--- src/rtl/lsu_pkg.sv ---
package lsu_pkg;
  typedef enum logic [1:0] {
    SZ_BYTE = 2'd0,
    SZ_HALF = 2'd1,
    SZ_WORD = 2'd2
  } acc_size_e;

  // size field {y,l}: 01 word, 00 half, 10 byte, 11 treated as word
  function automatic acc_size_e decode_size(input logic y, input logic l);
    case ({y, l})
      2'b00:   return SZ_HALF;
      2'b10:   return SZ_BYTE;
      default: return SZ_WORD;
    endcase
  endfunction
endpackage

--- src/rtl/lsu_addr_gen.sv ---
module lsu_addr_gen #(
  parameter int XLEN  = 32,
  parameter int IMM_W = 16,
  parameter int ABS_W = 21
) (
  input  logic [XLEN-1:0]  base,
  input  logic [IMM_W-1:0] imm,
  input  logic [XLEN-1:0]  reg_off,
  input  logic [ABS_W-1:0] abs_addr,
  input  logic             reg_form,
  input  logic             abs_mode,
  input  logic             pre,
  output logic [XLEN-1:0]  ea,
  output logic [XLEN-1:0]  sum
);
  logic [XLEN-1:0] offset;
  logic [ABS_W-1:0] abs_aligned;

  assign offset = reg_form ? reg_off : {{(XLEN-IMM_W){imm[IMM_W-1]}}, imm};
  assign sum = base + offset;
  assign abs_aligned = abs_addr & ~ABS_W'(3);

  always_comb begin
    if (abs_mode)  ea = {{(XLEN-ABS_W){1'b0}}, abs_aligned};
    else if (pre)  ea = sum;
    else           ea = base;
  end
endmodule

--- src/rtl/lsu_lane_ctrl.sv ---
module lsu_lane_ctrl
  import lsu_pkg::*;
#(
  parameter int XLEN = 32
) (
  input  logic [$clog2(XLEN/8)-1:0] ea_lo,
  input  acc_size_e                 size,
  input  logic [XLEN-1:0]           wdata,
  output logic [XLEN/8-1:0]         be,
  output logic [XLEN-1:0]           lane_wdata,
  output logic                      misaligned
);
  localparam int LANES = XLEN / 8;
  localparam int LB    = $clog2(LANES);

  assign misaligned = (size == SZ_HALF) && ea_lo[0];

  for (genvar i = 0; i < LANES; i++) begin : g_lane
    localparam logic [LB-1:0] IDX = LB'(i);
    assign be[i] = (size == SZ_BYTE) ? (ea_lo == IDX) :
                   (size == SZ_HALF) ? (ea_lo[LB-1:1] == IDX[LB-1:1]) : 1'b1;
    assign lane_wdata[i*8 +: 8] = (size == SZ_BYTE) ? wdata[7:0] :
                                  (size == SZ_HALF) ? wdata[(i%2)*8 +: 8] :
                                                      wdata[i*8 +: 8];
  end
endmodule

--- src/rtl/lsu_load_fmt.sv ---
module lsu_load_fmt
  import lsu_pkg::*;
#(
  parameter int XLEN = 32
) (
  input  logic [XLEN-1:0]           rdata,
  input  logic [$clog2(XLEN/8)-1:0] off,
  input  acc_size_e                 size,
  input  logic                      zext,
  output logic [XLEN-1:0]           data
);
  localparam int LB = $clog2(XLEN/8);

  logic [LB-1:0]   lane;
  logic [XLEN-1:0] shifted;

  always_comb begin
    case (size)
      SZ_BYTE: lane = off;
      SZ_HALF: lane = {off[LB-1:1], 1'b0};
      default: lane = '0;
    endcase
  end

  assign shifted = rdata >> {lane, 3'b000};

  always_comb begin
    case (size)
      SZ_BYTE: data = zext ? {{(XLEN-8){1'b0}}, shifted[7:0]}
                           : {{(XLEN-8){shifted[7]}}, shifted[7:0]};
      SZ_HALF: data = zext ? {{(XLEN-16){1'b0}}, shifted[15:0]}
                           : {{(XLEN-16){shifted[15]}}, shifted[15:0]};
      default: data = rdata;
    endcase
  end
endmodule

--- src/rtl/lsu_unit.sv ---
module lsu_unit
  import lsu_pkg::*;
#(
  parameter int XLEN   = 32,
  parameter int IMM_W  = 16,
  parameter int ABS_W  = 21,
  parameter int RIDX_W = 5
) (
  input  logic              clk,
  input  logic              rst_n,
  input  logic              op_valid,
  output logic              op_ready,
  input  logic              op_store,
  input  logic              op_abs,
  input  logic              op_reg_form,
  input  logic              op_reg_shift,
  input  logic              op_pre,
  input  logic              op_wb,
  input  logic              op_size_y,
  input  logic              op_size_l,
  input  logic              op_zext,
  input  logic [XLEN-1:0]   op_base,
  input  logic [IMM_W-1:0]  op_imm,
  input  logic [XLEN-1:0]   op_reg_off,
  input  logic [ABS_W-1:0]  op_abs_addr,
  input  logic [XLEN-1:0]   op_wdata,
  input  logic [RIDX_W-1:0] op_rd,
  input  logic [RIDX_W-1:0] nxt_rs1,
  input  logic [RIDX_W-1:0] nxt_rs2,
  output logic              mem_valid,
  input  logic              mem_ready,
  output logic              mem_we,
  output logic [XLEN-1:0]   mem_addr,
  output logic [XLEN/8-1:0] mem_be,
  output logic [XLEN-1:0]   mem_wdata,
  input  logic [XLEN-1:0]   mem_rdata,
  output logic              wb_valid,
  output logic [XLEN-1:0]   wb_value,
  output logic              align_err,
  output logic              ld_valid,
  output logic [RIDX_W-1:0] ld_rd,
  output logic [XLEN-1:0]   ld_data,
  output logic              ld_stall
);
  localparam int LANES = XLEN / 8;
  localparam int LB    = $clog2(LANES);

  logic [XLEN-1:0] ea, sum;
  acc_size_e       acc_size;
  logic            misaligned, accept;

  // pending load state for the return cycle
  logic              pend_valid;
  logic [LB-1:0]     pend_off;
  acc_size_e         pend_size;
  logic              pend_zext;
  logic [RIDX_W-1:0] pend_rd;

  always_comb begin
    if (op_abs || (op_reg_form && op_reg_shift)) acc_size = SZ_WORD;
    else acc_size = decode_size(op_size_y, op_size_l);
  end

  lsu_addr_gen #(.XLEN(XLEN), .IMM_W(IMM_W), .ABS_W(ABS_W)) u_addr (
    .base     (op_base),
    .imm      (op_imm),
    .reg_off  (op_reg_off),
    .abs_addr (op_abs_addr),
    .reg_form (op_reg_form),
    .abs_mode (op_abs),
    .pre      (op_pre),
    .ea       (ea),
    .sum      (sum)
  );

  lsu_lane_ctrl #(.XLEN(XLEN)) u_lane (
    .ea_lo      (ea[LB-1:0]),
    .size       (acc_size),
    .wdata      (op_wdata),
    .be         (mem_be),
    .lane_wdata (mem_wdata),
    .misaligned (misaligned)
  );

  assign align_err = op_valid && misaligned;
  assign mem_valid = op_valid && !misaligned;
  assign op_ready  = mem_ready || misaligned;
  assign accept    = mem_valid && mem_ready;
  assign mem_we    = op_store;
  assign mem_addr  = {ea[XLEN-1:LB], {LB{1'b0}}};
  assign wb_valid  = accept && op_wb && !op_abs;
  assign wb_value  = sum;

  always_ff @(posedge clk) begin
    if (!rst_n) begin
      pend_valid <= 1'b0;
      pend_off   <= '0;
      pend_size  <= SZ_WORD;
      pend_zext  <= 1'b0;
      pend_rd    <= '0;
    end else begin
      pend_valid <= accept && !op_store;
      if (accept && !op_store) begin
        pend_off  <= ea[LB-1:0];
        pend_size <= acc_size;
        pend_zext <= op_zext;
        pend_rd   <= op_rd;
      end
    end
  end

  lsu_load_fmt #(.XLEN(XLEN)) u_fmt (
    .rdata (mem_rdata),
    .off   (pend_off),
    .size  (pend_size),
    .zext  (pend_zext),
    .data  (ld_data)
  );

  assign ld_valid = pend_valid;
  assign ld_rd    = pend_rd;
  assign ld_stall = pend_valid && ((nxt_rs1 == pend_rd) || (nxt_rs2 == pend_rd));
endmodule

--- config.mk ---
export PLATFORM = sky130hd
export DESIGN_NAME = lsu_unit
export DESIGN_NICKNAME = d
export VERILOG_FILES = /design/src/rtl/lsu_pkg.sv /design/src/rtl/lsu_addr_gen.sv /design/src/rtl/lsu_lane_ctrl.sv /design/src/rtl/lsu_load_fmt.sv /design/src/rtl/lsu_unit.sv
export SDC_FILE = /design/constraint.sdc
export NUM_CORES = 1
export LEC_CHECK = 0
export BUFFER_PORTS_ARGS = -buffer_cell sky130_fd_sc_hd__buf_2
export CELL_PAD_IN_SITES_DETAIL_PLACEMENT = 1
export CELL_PAD_IN_SITES_GLOBAL_PLACEMENT = 2
export CORE_UTILIZATION = 22
export CTS_CLUSTER_SIZE = 40
export DETAILED_ROUTE_END_ITERATION = 10
export HOLD_SLACK_MARGIN = 0.02
export PLACE_DENSITY = 0.88
export SYNTH_ARGS = -nofsm -noshare
export SYNTH_HDL_FRONTEND = slang
export SYNTH_HIERARCHICAL = 1
export SYNTH_SLANG_ARGS = --single-unit
--- constraint.sdc ---
create_clock -name clk -period 8 [get_ports clk]
set_input_delay 1.2 -clock clk [delete_from_list [all_inputs] [get_ports clk]]
set_output_delay 1.2 -clock clk [all_outputs]
set_load 0.01 [all_outputs]
==> results.json, run 1 <==
{
  "synth_cells": 705,
  "setup_viol": 0,
  "drc_errors": 0,
  "intPower_w": 0.000350,
  "synth-seq-cells": 11,
  "fin_crit_sh_pct": 75.8,
  "synth_area_per_cell_um2": 6.68,
  "synth_edf_count": 0,
  "p_clk_share_pct": 13.0,
  "wl_um": 21700,
  "critical_path_class": "primary input to output pin",
  "vdd_drop_max_v": 0.0000467,
  "rsz0062_at_grt": "no",
  "grt_overflow": 0,
  "fin_cells": 1267,
  "critPathMaxStageDelay_ns": 0.51,
  "fin_ws_ns": 1.93,
  "ant_nets": 0,
  "die_area_um2": 22000,
  "yosys.cell_count.top_type": "nand2_1",
  "tightest_slew_ns": 0.898,
  "max_slew_margin_pct": 40.1,
  "yosysTopAreaCell": "nand2_1",
  "final-hold-violation-count": 0,
  "grt_usage_pct": 18.7,
  "cp_max_fo": 24,
  "initial_utilization_pct": 22.4,
  "fin_skew_ns": 0,
  "max_freq_mhz": 165,
  "p_sw_w": 0.000339,
  "power_density_nw_per_um2": 106,
  "dpl.hpwl_um": 18300,
  "wl_per_cell_um": 17.1,
  "synth_area_leaders": "nand2_1, ha_1, mux2_2",
  "setup-tns-final_ns": 0,
  "syn_area_um2": 4710,
  "worstPathRequired_ns": 6.80,
  "cp_cell_sequence": "buf_2 > buf_4 > mux2_2 > ha_1 > a21oi_1 > o211ai_1 > a2111oi_2 > a311oi_4 > a41oi_1 > nor4_1 > a221o_1 > buf_2",
  "clk_latency_ns": 0.23,
  "ys_seq_area_share_pct": 4.68,
  "total_power_w": 0.000689,
  "critical_path_arrival_ns": 4.87,
  "slew_violations": 0,
  "dp_slack_ns": 1.89,
  "grt_pass1_wl_um": 33100,
  "cp-end-kind": "output pin",
  "cts_buffers": 3,
  "status": "complete, no violations",
  "clock_sinks": 11,
  "firstDrtPassIters": 4,
  "async_flop_share_pct": 0,
  "cts_tree": "done",
  "min_period_ns": 6.07,
  "ios": 337,
  "post_cts_resized": 0,
  "synth_commonest_cells": "nand2_1, a21oi_1, o21ai_0, ha_1, mux2_2",
  "critPathSlowestCell": "buf_2",
  "drive_gt1_share_pct": 40.5,
  "power_frac_comb_pct": 78.3,
  "synth_warnings": 6,
  "p_leak_nw": 3.33,
  "cts.clk_slew.worst_paths_ns": 0.04,
  "fp.dieW_um": 148,
  "die_h_um": 148,
  "grt_max_degree": 44,
  "num-nets-final": 1217,
  "synth_top_area_share_pct": 13.2,
  "core_area_um2": 21000,
  "r2r_setup_slack_ns": 6.89,
  "clock_path_buffers": 2,
  "synth_cell_type_count": 78,
  "areaGrowthSynthToFinish_pct": 38.6,
  "start_kind": "primary input",
  "grt_pass1_vias": 6412,
  "synth_ff_type": "dfxtp_1",
  "cts_setup_buffers": 0,
  "hold_class": "flop to flop",
  "swShare_pct": 49.3,
  "maxCapViolCount": 0,
  "hold_buffers": 0,
  "row_count": 53,
  "root_buffer": "clkbuf_16",
  "htree_levels": 1,
  "place.gp.congestion": 0.925,
  "placed_cells": 1262,
  "io_buffers": 332,
  "avgViaCountPerCell": 5.00,
  "antenna_found_initial": 1,
  "drtIter0Drc": 119,
  "worst_path_most_repeated_cell": "buf_2",
  "p_seq_share_pct": 8.7,
  "vias": 6333
}
[worst max-delay path: cells and delay by family]
kind                       cells  cell delay (ns)
muxes                          1             0.36
adders and majority gates      1             0.36
buffers and inverters          3             0.96
and+or+nand+nor                1             0.09
AOI/OAI and AO/OA              6             1.89
[stage by stage]
step                      cell area [um^2]  hold slack, ns  util, %
after detailed placement              6450           0.488     30.7
after CTS                             6530           0.494     31.0
after floorplan                       4710           0.460        -
final                                 6530           0.491     31.1
after global placement                6450           0.480     30.7
after global routing                  6530           0.518     31.0
[path summary, 6_finish.rpt]
path,from,to,depth (start not counted)
max,op_reg_form,mem_addr[27],12
min,pend_zext,pend_zext,2
max reg2reg,pend_off[1],pend_off[1],2
min reg2reg,pend_zext,pend_zext,2
[registers in the layout, summed over array words and instances (netlist names)]
signal     count
ld_rd          5
ld_valid       1
pend_off       2
pend_size      2
pend_zext      1
[cell families (layout without fill, tap and decap cells)]
kind of cell | Yosys count | in the layout | synth area share (%)
other | 1 | 3 | 0.0796
multiplexers | 54 | 54 | 12.3
AO/OA/AOI/OAI | 209 | 209 | 31.2
AND/OR/NAND/NOR | 285 | 285 | 28.0
adder cells (fa/ha/maj) | 32 | 32 | 8.66
buffers and inverters | 76 | 361 | 8.18
XOR/XNOR | 37 | 37 | 6.88
flip-flops | 11 | 11 | 4.68
[power groups by stage]
stage / sequential (W) / clock, W / combinational (W)
2_1_floorplan: 0.0000597 / 0 / 0.000328
3_3_place_gp: 0.0000605 / 0 / 0.000534
3_5_place_dp: 0.0000606 / 0 / 0.000539
4_1_cts: 0.0000596 / 0.0000926 / 0.000543
5_1_grt: 0.0000599 / 0.0000966 / 0.000591
6_report: 0.0000596 / 0.0000898 / 0.000539
[per-layer routing]
layer  up-vias  track usage [%]  share of wire, %
met1      2992             21.1                41
met3        26             2.48               5.9
met2       235             36.1                50
met4         0             5.05               2.3
met5         -                0                 0
li1       3080                -                 -
[final cells by class]
cell class                      count  area, um^2
Antenna cell                        1        2.50
Clock buffer                        4        78.8
Fill cell                        2766       14500
Inverter                           20        75.1
Multi-Input combinational cell    619        4110
Sequential cell                    11         220
Tap cell                          275         344
Timing Repair Buffer              337        1700
[placed cells by master (no fill, tap or decap), types with 3 or more instances in the layout]
cell type and n:
a21o_1 14, o211ai_1 9, dfxtp_1 11, nor3_1 7, nor2_1 28, nand2_1 166
or2_2 3, xnor2_1 27, a211oi_1 6, a31oi_1 5, nand2b_1 14, or3_1 5
nand4_1 6, buf_2 332, nor2b_1 6, and3_1 7, and2_1 12, ha_1 31
clkbuf_16 3, o21bai_1 6, o21ai_0 39, mux2i_1 24, a22o_1 4, a21boi_2 8
nand3_1 11, o21ai_1 14, a221o_1 10, xor2_1 10, a21oi_1 53, inv_1 20
buf_4 5, a31o_2 3, mux2_2 30, o21a_1 4, o21ai_2 5
Note: power is estimated with default switching activity, not from simulation.
==> run 2: changes to the inputs <==
Settings changed: CORE_UTILIZATION 22 to 18, PLACE_DENSITY 0.88 to 0.77.
Clock period 8 ns to 5.1 ns, I/O delays scaled along.
==> results.json, run 2 (same netlist as run 1, synthesis figures left out) <==
{
  "status": "complete, no violations",
  "row_count": 58,
  "rsz0062_at_grt": "no",
  "clock_sinks": 11,
  "p_leak_nw": 3.36,
  "firstDrtPassIters": 4,
  "antenna_found_initial": 2,
  "cts_setup_buffers": 0,
  "clk_latency_ns": 0.24,
  "num-nets-final": 1223,
  "tightest_slew_ns": 0.928,
  "layout_commonest_cell": "buf_2",
  "cp_max_fo": 25,
  "setup-tns-final_ns": 0,
  "total_power_w": 0.00109,
  "max_freq_mhz": 206,
  "fin_crit_sh_pct": 95.3,
  "ant_nets": 0,
  "wl_um": 22500,
  "htree_levels": 1,
  "largest_reg_flops": 5,
  "cts_buffers": 3,
  "core_area_um2": 25400,
  "power_density_nw_per_um2": 165,
  "dp_slack_ns": 0.247,
  "root_buffer": "clkbuf_16",
  "hold_class": "flop to flop",
  "place.gp.congestion": 0.891,
  "drc_errors": 0,
  "grt_overflow": 0,
  "critPathMaxStageDelay_ns": 0.50,
  "most-common-layout-cells": "buf_2, nand2_1, a21oi_1",
  "fin_ws_ns": 0.240,
  "grt_pass1_wl_um": 34200,
  "areaGrowthSynthToFinish_pct": 41.1,
  "drtIter0Drc": 185,
  "worstPathRequired_ns": 4.34,
  "cp_cell_sequence": "buf_2 > buf_4 > mux2_2 > ha_1 > a21oi_1 > o211ai_1 > a2111oi_2 > a311oi_4 > a41oi_1 > nor4_1 > a221o_1 > buf_2",
  "drive_gt1_share_pct": 40.8,
  "min_period_ns": 4.86,
  "vias": 6286,
  "final-hold-violation-count": 0,
  "grt_pass1_vias": 6482,
  "critPathSlowestCell": "a2111oi_2",
  "dpl.hpwl_um": 19300,
  "critical_path_arrival_ns": 4.09,
  "worst_path_most_repeated_cell": "buf_2",
  "maxCapViolCount": 0,
  "die_area_um2": 26800,
  "cts_tree": "done",
  "ios": 337,
  "grt_usage_pct": 16.0,
  "fp.dieW_um": 164,
  "fin_skew_ns": 0,
  "path_buf_inv": 3,
  "cp_top_family": "compound AO/OA/AOI/OAI gates",
  "clock_path_buffers": 2,
  "cp-end-kind": "output pin",
  "cts.clk_slew.worst_paths_ns": 0.04,
  "post_cts_resized": 0,
  "vdd_drop_max_v": 0.000129,
  "critical_path_class": "primary input to output pin",
  "start_kind": "primary input",
  "whs_ns": 0.483,
  "max_slew_margin_pct": 37.9,
  "initial_utilization_pct": 18.5,
  "setup_viol": 0,
  "slew_violations": 0,
  "hold_buffers": 0,
  "wl_per_cell_um": 16.9,
  "grt_max_degree": 52,
  "die_h_um": 164,
  "avgViaCountPerCell": 4.73,
  "io_buffers": 332
}
-- run 2: cell types whose count changed in the layout (fill, tap and decap cells not counted) --
cell	delta
diode_2	+1
buf_4	+6
-- run 2: routing by layer --
layer	track usage (%)	vias to the layer above	wire length [um]
li1	-	3092	-
met1	18.4	2929	9130
met2	30.8	238	11400
met3	2.63	27	1500
met4	3.24	0	441
met5	0	-	0
-- run 2: cell type report --
type / count / area, um^2
fill: 3286 / 18800
multi-input combinational: 619 / 4110
timing repair buffer: 343 / 1740
tap: 330 / 413
sequential: 11 / 220
clock buffer: 4 / 78.8
inverter: 20 / 75.1
antenna: 2 / 5.00
-- run 2: worst paths after layout --
kind | startpoint | endpoint | slack (ns) | depth (start not counted)
min | pend_zext | pend_zext | 0.48 | 2
min reg2reg | pend_zext | pend_zext | 0.48 | 2
max reg2reg | pend_off[1] | pend_off[1] | 3.93 | 2
max | op_reg_form | mem_addr[27] | 0.24 | 12
-- run 2: per-stage QoR --
step | util [%] | area [um^2] | instances
floorplan | - | 4710 | 706
global placement | 25.8 | 6560 | 1323
detailed placement | 25.8 | 6560 | 1323
CTS | 26.1 | 6640 | 1327
global route | 26.1 | 6640 | 1327
finish | 26.2 | 6640 | 1329
-- run 2: tightest hold or removal path: cells and delay by family, from the launching register on --
family	cells	cell delay (ns)
flip-flops	1	0.31
AND/OR/NAND/NOR	1	0.07
AO/OA/AOI/OAI	1	0.05
-- run 2: power breakdown --
group	total (W)	switching (W)	internal, W
Combinational	0.000854	0.000495	0.000359
Sequential	0.0000931	0.00000416	0.0000890
Clock	0.000146	0.0000408	0.000105
